## config.mk

```make
export PLATFORM = sky130hd
export DESIGN_NAME = ucode_sequencer
export DESIGN_NICKNAME = d
export VERILOG_FILES = /design/src/rtl/ucode_pkg.sv /design/src/rtl/ucode_store.sv /design/src/rtl/ucode_next.sv /design/src/rtl/onehot_dec.sv /design/src/rtl/ucode_sequencer.sv
export SDC_FILE = /design/constraint.sdc
export NUM_CORES = 1
export LEC_CHECK = 0
export BUFFER_PORTS_ARGS = -buffer_cell sky130_fd_sc_hd__buf_2
export CORE_MARGIN = 3
export CORE_UTILIZATION = 45
export CTS_CLUSTER_DIAMETER = 150
export DETAILED_ROUTE_END_ITERATION = 10
export PLACE_DENSITY = 0.85
export SLEW_MARGIN = 20
export SYNTH_ARGS = -nofsm -noshare
export SYNTH_HDL_FRONTEND = slang
export SYNTH_SLANG_ARGS = --single-unit
```

## constraint.sdc

```tcl
create_clock -name clk -period 8 [get_ports clk]
set_input_delay 0.8 -clock clk [delete_from_list [all_inputs] [get_ports clk]]
set_output_delay 0.8 -clock clk [all_outputs]
set_load 0.02 [all_outputs]
```

## src/rtl/ucode_pkg.sv

```systemverilog
package ucode_pkg;
  localparam int UA_W    = 10;
  localparam int MUX_W   = 2;
  localparam int BRC_W   = 3;
  localparam int GATE_W  = 3;
  localparam int MISC_W  = 3;
  localparam int RSEL_W  = 2;
  localparam int ALU_W   = 4;
  localparam int OUT_N   = 7;
  localparam int IN_N    = 6;
  localparam int MISC_N  = 7;
  localparam int RSEL_N  = 3;
  localparam int ALU_N   = 1 << ALU_W;
  localparam int MW_LSB  = 2;

  localparam logic [MUX_W-1:0] MX_INC = 2'd0, MX_LOOKUP = 2'd1, MX_EXT = 2'd2, MX_BRANCH = 2'd3;

  localparam logic [BRC_W-1:0] BR_ALWAYS = 3'd0, BR_CON = 3'd1, BR_NCON = 3'd2, BR_ZERO = 3'd3,
                               BR_NZERO = 3'd4, BR_NEVER = 3'd5, BR_MULTI = 3'd6;

  localparam logic [GATE_W-1:0] OG_PC = 3'd0, OG_C = 3'd1, OG_MD = 3'd2, OG_R = 3'd3, OG_NONE = 3'd7;
  localparam logic [GATE_W-1:0] IG_MA = 3'd0, IG_PC = 3'd1, IG_IR = 3'd2, IG_A = 3'd3, IG_R = 3'd4,
                                IG_NONE = 3'd6;
  localparam logic [MISC_W-1:0] MS_WAIT = 3'd1, MS_CIN = 3'd5, MS_NONE = 3'd7;
  localparam logic [RSEL_W-1:0] RS_A = 2'd0, RS_B = 2'd1, RS_C = 2'd2, RS_NONE = 2'd3;
  localparam logic [ALU_W-1:0]  AL_ADD = 4'd0, AL_INC4 = 4'd3;

  localparam logic [UA_W-1:0] UA_RESET = 10'd0,   UA_FETCH = 10'd100, UA_DISPATCH = 10'd102,
                              UA_ADD   = 10'd200, UA_TEST  = 10'd300, UA_CON_T    = 10'd310,
                              UA_EXTJ  = 10'd390, UA_EXC   = 10'd400;

  typedef struct packed {
    logic [MUX_W-1:0]  mux;
    logic [BRC_W-1:0]  brc;
    logic              fin;
    logic [GATE_W-1:0] og;
    logic [GATE_W-1:0] ig;
    logic [MISC_W-1:0] misc;
    logic [RSEL_W-1:0] rsel;
    logic [ALU_W-1:0]  alu;
    logic [UA_W-1:0]   baddr;
  } uword_t;

  function automatic uword_t uw(input logic [MUX_W-1:0] mux, input logic [BRC_W-1:0] brc,
                                input logic fin, input logic [GATE_W-1:0] og,
                                input logic [GATE_W-1:0] ig, input logic [MISC_W-1:0] misc,
                                input logic [RSEL_W-1:0] rsel, input logic [ALU_W-1:0] alu,
                                input logic [UA_W-1:0] baddr);
    uword_t w;
    w.mux = mux; w.brc = brc; w.fin = fin; w.og = og; w.ig = ig;
    w.misc = misc; w.rsel = rsel; w.alu = alu; w.baddr = baddr;
    return w;
  endfunction
endpackage

```

## src/rtl/ucode_store.sv

```systemverilog
module ucode_store
  import ucode_pkg::*;
#(
  parameter int OPC_W    = 5,
  parameter int OPC_ADD  = 1,
  parameter int OPC_TEST = 2,
  parameter int OPC_EXTJ = 3
) (
  input  logic [UA_W-1:0]  addr,
  input  logic [OPC_W-1:0] opcode,
  output uword_t           word,
  output logic [UA_W-1:0]  start_addr
);
  // Control store: unlisted addresses return to fetch with all strobes idle.
  always_comb begin
    word = uw(MX_BRANCH, BR_ALWAYS, 1'b0, OG_NONE, IG_NONE, MS_NONE, RS_NONE, AL_ADD, UA_FETCH);
    case (addr)
      10'd100: word = uw(MX_INC, BR_NEVER, 1'b0, OG_PC, IG_MA, MS_CIN, RS_NONE, AL_INC4, UA_RESET);
      10'd101: word = uw(MX_INC, BR_NEVER, 1'b0, OG_C, IG_PC, MS_WAIT, RS_NONE, AL_ADD, UA_RESET);
      10'd102: word = uw(MX_LOOKUP, BR_ALWAYS, 1'b0, OG_MD, IG_IR, MS_NONE, RS_NONE, AL_ADD, UA_RESET);
      10'd200: word = uw(MX_INC, BR_NEVER, 1'b0, OG_R, IG_A, MS_NONE, RS_B, AL_ADD, UA_RESET);
      10'd201: word = uw(MX_INC, BR_NEVER, 1'b0, OG_R, IG_NONE, MS_CIN, RS_C, AL_ADD, UA_RESET);
      10'd202: word = uw(MX_BRANCH, BR_ALWAYS, 1'b1, OG_C, IG_R, MS_NONE, RS_A, AL_ADD, UA_FETCH);
      10'd300: word = uw(MX_BRANCH, BR_CON, 1'b0, OG_NONE, IG_NONE, MS_NONE, RS_NONE, AL_ADD, 10'd310);
      10'd301: word = uw(MX_BRANCH, BR_ZERO, 1'b0, OG_NONE, IG_NONE, MS_NONE, RS_NONE, AL_ADD, 10'd320);
      10'd302: word = uw(MX_BRANCH, BR_NZERO, 1'b0, OG_NONE, IG_NONE, MS_NONE, RS_NONE, AL_ADD, 10'd330);
      10'd303: word = uw(MX_BRANCH, BR_NCON, 1'b0, OG_NONE, IG_NONE, MS_NONE, RS_NONE, AL_ADD, 10'd340);
      10'd304: word = uw(MX_BRANCH, BR_NEVER, 1'b0, OG_NONE, IG_NONE, MS_NONE, RS_NONE, AL_ADD, 10'd350);
      10'd305: word = uw(MX_BRANCH, BR_MULTI, 1'b0, OG_NONE, IG_NONE, MS_NONE, RS_NONE, AL_ADD, 10'd368);
      10'd390: word = uw(MX_EXT, BR_ALWAYS, 1'b0, OG_NONE, IG_NONE, MS_NONE, RS_NONE, AL_ADD, UA_RESET);
      default: ;
    endcase
  end

  // Opcode to routine start lookup.
  always_comb begin
    if (opcode == OPC_W'(OPC_ADD))       start_addr = UA_ADD;
    else if (opcode == OPC_W'(OPC_TEST)) start_addr = UA_TEST;
    else if (opcode == OPC_W'(OPC_EXTJ)) start_addr = UA_EXTJ;
    else                                 start_addr = UA_EXC;
  end
endmodule

```

## src/rtl/ucode_next.sv

```systemverilog
module ucode_next
  import ucode_pkg::*;
#(
  parameter int CASE_W = 2
) (
  input  logic [UA_W-1:0]   upc,
  input  logic [MUX_W-1:0]  mux,
  input  logic [BRC_W-1:0]  brc,
  input  logic [MISC_W-1:0] misc,
  input  logic [UA_W-1:0]   baddr,
  input  logic [UA_W-1:0]   start_addr,
  input  logic              con,
  input  logic              nzero,
  input  logic [CASE_W-1:0] case_sel,
  input  logic              exc,
  input  logic              mem_done,
  output logic [UA_W-1:0]   upc_d,
  output logic              upc_en
);
  logic [UA_W-1:0] inc_addr;
  logic [UA_W-1:0] ext_addr;
  logic [UA_W-1:0] target;
  logic            taken;
  logic            stall;

  always_comb begin
    inc_addr = upc + UA_W'(1);
    ext_addr = exc ? UA_EXC : UA_RESET;
    stall    = (misc == MS_WAIT) && !mem_done;

    case (brc)
      BR_ALWAYS: taken = 1'b1;
      BR_CON:    taken = con;
      BR_NCON:   taken = !con;
      BR_ZERO:   taken = nzero;
      BR_NZERO:  taken = !nzero;
      BR_MULTI:  taken = 1'b1;
      default:   taken = 1'b0;
    endcase

    case (mux)
      MX_INC:    target = inc_addr;
      MX_LOOKUP: target = start_addr;
      MX_EXT:    target = ext_addr;
      default:   target = (brc == BR_MULTI) ? (baddr | (UA_W'(case_sel) << MW_LSB)) : baddr;
    endcase

    upc_en = exc || !stall;
    if (exc)                          upc_d = UA_EXC;
    else if ((mux != MX_INC) && taken) upc_d = target;
    else                              upc_d = inc_addr;
  end
endmodule

```

## src/rtl/onehot_dec.sv

```systemverilog
module onehot_dec #(
  parameter int CODE_W = 3,
  parameter int N      = 7
) (
  input  logic [CODE_W-1:0] code,
  output logic [N-1:0]      hot
);
  for (genvar i = 0; i < N; i++) begin : g_bit
    assign hot[i] = (code == CODE_W'(i));
  end
endmodule

```

## src/rtl/ucode_sequencer.sv

```systemverilog
module ucode_sequencer
  import ucode_pkg::*;
#(
  parameter int OPC_W  = 5,
  parameter int CASE_W = 2
) (
  input  logic              clk,
  input  logic              rst_n,
  input  logic              exc_i,
  input  logic [OPC_W-1:0]  opcode_i,
  input  logic              con_i,
  input  logic              nzero_i,
  input  logic [CASE_W-1:0] case_i,
  input  logic              mem_done_i,
  output logic [UA_W-1:0]   upc_o,
  output logic [OUT_N-1:0]  out_o,
  output logic [IN_N-1:0]   in_o,
  output logic [MISC_N-1:0] misc_o,
  output logic [RSEL_N-1:0] reg_o,
  output logic [ALU_N-1:0]  alu_o,
  output logic              end_o
);
  logic [UA_W-1:0] upc_q;
  logic [UA_W-1:0] upc_d;
  logic            upc_en;
  logic [UA_W-1:0] start_addr;
  uword_t          word;

  ucode_store #(.OPC_W(OPC_W)) u_store (
    .addr(upc_q), .opcode(opcode_i), .word(word), .start_addr(start_addr)
  );

  ucode_next #(.CASE_W(CASE_W)) u_next (
    .upc(upc_q), .mux(word.mux), .brc(word.brc), .misc(word.misc), .baddr(word.baddr),
    .start_addr(start_addr), .con(con_i), .nzero(nzero_i), .case_sel(case_i),
    .exc(exc_i), .mem_done(mem_done_i), .upc_d(upc_d), .upc_en(upc_en)
  );

  always_ff @(posedge clk or negedge rst_n) begin
    if (!rst_n)      upc_q <= UA_RESET;
    else if (upc_en) upc_q <= upc_d;
  end

  onehot_dec #(.CODE_W(GATE_W), .N(OUT_N))  u_dec_out  (.code(word.og),   .hot(out_o));
  onehot_dec #(.CODE_W(GATE_W), .N(IN_N))   u_dec_in   (.code(word.ig),   .hot(in_o));
  onehot_dec #(.CODE_W(MISC_W), .N(MISC_N)) u_dec_misc (.code(word.misc), .hot(misc_o));
  onehot_dec #(.CODE_W(RSEL_W), .N(RSEL_N)) u_dec_reg  (.code(word.rsel), .hot(reg_o));
  onehot_dec #(.CODE_W(ALU_W),  .N(ALU_N))  u_dec_alu  (.code(word.alu),  .hot(alu_o));

  assign upc_o = upc_q;
  assign end_o = word.fin;
endmodule

```

# Word-level counts from Yosys, hierarchy flattened
# Cells that the tools add are included.
# classes
n_reduce_logical	16
mux	9
eq_ne	57
bitwise	1
n_addsub	1
# op_table
operator	count
$pmux 31 s13	1
$eq 10x9->1 const B	7
$mux 10	5
$eq 4x4->1 const B	8
$eq 10x7->1 const B	3
$eq 10x8->1 const B	3
$eq 3x3->1 const B	10
$pmux 10 s3	1
$eq 3x2->1 const B	8
$eq 4x3->1 const B	4
$eq 3x1->1 const B	4
$logic_not 3->1	4
$add 10x1->10 const B	1
$eq 5x2->1 const B	2
$or 10x4->10	1
$eq 4x2->1 const B	2
$eq 5x1->1 const B	1
$mux 5	1
$pmux 1 s5	1
$eq 2x1->1 const B	2
$eq 2x2->1 const B	2
$eq 4x1->1 const B	1
$logic_not 1->1	4
$logic_not 2->1	2
other kinds (5)	6
# word_totals
out_inout_bits	50
word_cells	85
in_bits	13
register_bits	10

# Longest topological paths before layout
# depth
word_depth	8
mapped_depth	11
mapped_depth_nobuf	9

# Cells and area by module
# From an unflattened synthesis, not the netlist that was laid out.
# hier_totals
hier_cells	251
area_unflattened_um2	2003.2
# modules_own_cells
mod	cells_each	seq_area_each_um2	area_per_inst_um2	n_inst
ucode_store	102	0.0	604.3	1
ucode_next	85	0.0	579.3	1
ucode_sequencer	21	250.2	411.6	1
onehot_dec (u_dec_alu)	20	0.0	226.5	1
onehot_dec (u_dec_misc ...)	7	0.0	57.6	2
onehot_dec (u_dec_in)	6	0.0	47.5	1
onehot_dec (u_dec_reg)	3	0.0	18.8	1

# Least setup slack after synthesis
# OpenSTA, ideal clock, no wires.
# synth_path
path_kind	register -> output
startpoint	register upc_q[0] (netlist: upc_o[0])
endpoint	output in_o[1]
arrival_time_ns	2.627
stages_incl_launch_ff	9
path_buffers	1
setup_slack_ns	4.573
t_required_ns	7.200
cell_sequence	dfrtp_1 > inv_1 > ha_1 > and2b_4 > clkbuf_1 > nand2_1 > nor3_1 > a31oi_1 > nor3_1
# synth_between
elab_chain_cells	3
word_cells_on_any_way	15
classes_between	14 x eq/ne; 1 x mux
# synth_lines
element	line_no	rtl
from (decl)	ucode_sequencer.sv:23	logic [UA_W-1:0] upc_q;
from (signal assigned)	ucode_sequencer.sv:41	else if (upc_en) upc_q <= upc_d;
$eq 10x9->1 (tied with other cells)	ucode_store.sv:17	case (addr)
$pmux 31 s13 (*)	ucode_store.sv:17	
$eq 3x1->1 (*)	onehot_dec.sv:9	assign hot[i] = (code == CODE_W'(i));
to (decl)	ucode_sequencer.sv:17	output logic [IN_N-1:0] in_o,
# Every way passes the cells marked *; elsewhere a longest branch is shown, timed or not.

# Final worst setup path
# layout_path
startpoint	register upc_q[0] (netlist: upc_o[0])
endpoint	output in_o[3]
# layout_between
elab_chain_cells	3
word_cells_on_any_way	15
classes_between	14 x eq/ne; 1 x mux
# layout_lines
element	line_no
$eq 10x9->1 (tied with other cells)	ucode_store.sv:17
$pmux 31 s13 (*)	ucode_store.sv:17
$eq 3x2->1 (*)	onehot_dec.sv:9
# Marks and branches as above.

==> run_results.csv <==
group,metric,value,unit
synth,ys.flop_type,"dfrtp_1",
sta,final-setup-viol-count,0,
sta,skew,5.81,ps
cells_and_area,antenna_cells,0,
sta,final-hold-violation-count,0,
clocking,clkLatencyLatePin,270,ps
cells_and_area,n_fill_cell,312,
floorplan,die-area,4230,um2
routing,antenna_left,0,
pwr,total_power,145,uW
worst_setup_path,cpPeakStageDelay,460,ps
clocking,htree_num_levels,1,
synth,synth_top_area_frac,0.159,
worst_setup_path,start_kind,"flip-flop",
worst_setup_path,cp.depth,8,
synth,ys_types,56,
sta,min_period_over_period,0.410,
pwr,vdd_drop_max,0.0773,mV
sta,slew_headroom,0.587,
min_path,worstHoldPathType,"in2async",
global_routing,grt.overflow.total,0,
routing,drt-vias-per-instance,5.83,
floorplan,initial_utilization,0.494,
routing,drt_iter0_drc,194,
clocking,cts_buffer_depth,2,
clocking,ctsResizeCount,0,
worst_setup_path,slowest_stage,"dfrtp_1",
synth,synth_edf_count,0,
cells_and_area,drive_gt1_frac,0.240,
worst_setup_path,crit_buf_inv,2,
synth,synth_area_per_cell,7.54,um2
synth,yosysTopAreaCell,"dfrtp_1",
placement,hpwlAfterDp,3420,um
sta,layout_min_cycle_time,3280,ps
pwr,power_density,85.0,nW/um2
worst_setup_path,cp-end-kind,"output port",
cells_and_area,nets,260,
floorplan,io-pin-count,63,
clocking,cts_buffers,3,
pwr,netSwitchingFraction,0.361,
clocking,cts_tree,"yes",
synth,yosysWarnings,0,
worst_setup_path,required,7200,ps
global_routing,grt_pass1_wl,6840,um
global_routing,grt_max_degree,20,
clocking,clock-sinks,10,
global_routing,antenna_found_initial,0,
clocking,cts_hold_buf,0,
clocking,clkTransAtPathRegs,70,ps
placement,gp_congestion,0.989,
cells_and_area,largest_reg_flops,10,
global_routing,track_usage,0.200,
placement,io_buffers,39,
worst_setup_path,crit_chain,"inv_1 -> ha_1 -> and4b_1 -> nor2_1 -> nand3_1 -> a21o_1 -> nor3b_1 -> buf_2",
floorplan,die_x,65.1,um
worst_setup_path,cp_max_fo,10,
synth,synthArstFlopShare,1.00,
run_status,status,"complete, no violations",
synth,synthCells,208,
sta,rsz0062_at_grt,"no",
worst_setup_path,criticalPathCategory,"reg2out",
clocking,cts_root_buffer,"clkbuf_4",
pwr,p_clk_frac,0.324,
placement,dp.cells,282,
routing,routedWlPerCell,15.2,um
synth,yosysSeqAreaShare,0.159,
sta,slew_viol_final,0,
routing,wirelength,4350,um
worst_setup_path,ff2ff_path_depth,9,
global_routing,grt_pass1_vias,1481,
floorplan,core,3180,um2
floorplan,rows,20,
worst_setup_path,cp_top_family,"simple AND/OR/NAND/NOR gates",
cells_and_area,layout_common_cells,"39 x buf_2, 24 x nor2_1, 24 x conb_1",
sta,tightest_slew,620,ps
pwr,p_switching,52.5,uW
synth,synth.area.top_cells,"dfrtp_1 16%, buf_4 13%, nor2_1 5.7%",
sta,finalSetupTns,0,ps
pwr,comb_power_share,0.269,
pwr,p_int,92.7,uW
synth,ys_ff_latch,10,
pwr,p_seq_frac,0.407,
cells_and_area,final_cells,286,
worst_setup_path,worst_ep_arrival_time,2480,ps
routing,drc_errors,0,
clocking,cts_setup_buffers,0,
routing,vias,1667,
job,max-cap-violations,0,
synth,synth.cell_area,1570,um2
pwr,leakagePower,0.800,nW
cells_and_area,area_growth,8.93,%
sta,clock.fmax,305,MHz
cells_and_area,final_common_cell,"buf_2",
worst_setup_path,r2r_slack,5030,ps
floorplan,die_y,65.1,um
routing,dr.pass1.iters,5,
==> metal layers <==
layer | part of all wire | GRT usage
met5 | 0 | 0
met4 | 0.023 | 0.0751
met3 | 0.12 | 0.0555
met2 | 0.45 | 0.305
met1 | 0.41 | 0.268
==> area by class of cell <==
type | instances | area, um2 | share of cell area
Tap cell | 44 | 55.1 | 0.0322
Inverter | 6 | 22.5 | 0.0132
Multi-Input combinational cell | 182 | 1140 | 0.668
Timing Repair Buffer | 40 | 203 | 0.119
Sequential cell | 10 | 250 | 0.146
Clock buffer | 4 | 36.3 | 0.0212
==> Yosys cell counts, types with 2 or more instances <==
master     n
buf_4     27
nor2_1    24
nand2_1   19
a21oi_1   14
dfrtp_1   10
nor3_1    10
nand3_1    7
inv_1      6
o21ai_0    5
a211oi_1   4
clkbuf_1   4
ha_1       4
nor3b_1    4
a21o_1     3
a31oi_1    3
and2_1     3
and3_1     3
mux2i_1    3
nor4_1     3
and4b_1    2
and4bb_2   2
buf_6      2
nand2b_1   2
nand3b_1   2
nor3b_2    2
nor4b_1    2
nor4bb_1   2
o211ai_1   2
o21ai_1    2
o21bai_1   2
o32ai_1    2
or3_1      2
xnor2_1    2
xor2_1     2
==> cells by family after synthesis <==
group | after synthesis | synth area share
xor gates and xnor gates | 4 | 0.0223
adders and majority gates | 4 | 0.0319
buffers and inverters | 39 | 0.167
AOI/OAI and AO/OA | 47 | 0.209
other | 1 | 0.00239
and+or+nand+nor | 100 | 0.388
muxes | 3 | 0.0191
DFF | 10 | 0.159
==> power groups by stage <==
stage                     clock network [mW]  logic, mW  registers [mW]
after global placement                     0     0.0375          0.0596
final                                 0.0470     0.0390          0.0591
after global routing                  0.0503     0.0417          0.0597
after floorplan                            0     0.0366          0.0600
after CTS                             0.0471     0.0384          0.0590
after detailed placement                   0     0.0382          0.0599
==> worst register-to-register path, delay by kind of cell (launching register included) <==
family,cells,cell delay [ps]
buffers and inverters,1,120
AND/OR/NAND/NOR,5,1750
AO/OA/AOI/OAI,2,240
flip-flops,1,460
adder cells (fa/ha/maj),1,330
==> metrics by stage <==
step | util | setup WS [ps] | instance area [um2] | hold slack [ps]
after floorplan | - | 4570 | 1660 | 504
after global placement | 0.526 | 5210 | 1670 | 590
after global routing | 0.538 | 4560 | 1710 | 381
after CTS | 0.538 | 4800 | 1710 | 383
final | 0.538 | 4720 | 1710 | 377
after detailed placement | 0.526 | 5100 | 1670 | 625
==> path summary, 6_finish.rpt <==
path,start,endpoint
hold reg to reg,upc_o[0],upc_o[0]
setup reg to reg,upc_o[0],upc_o[0]
setup / recovery,upc_o[0],in_o[3]
min in group clk,upc_o[0],upc_o[0]
max in group asynchronous,rst_n,upc_o[8]
hold / removal,rst_n,upc_o[2]
(Power assumes the default switching activity.)
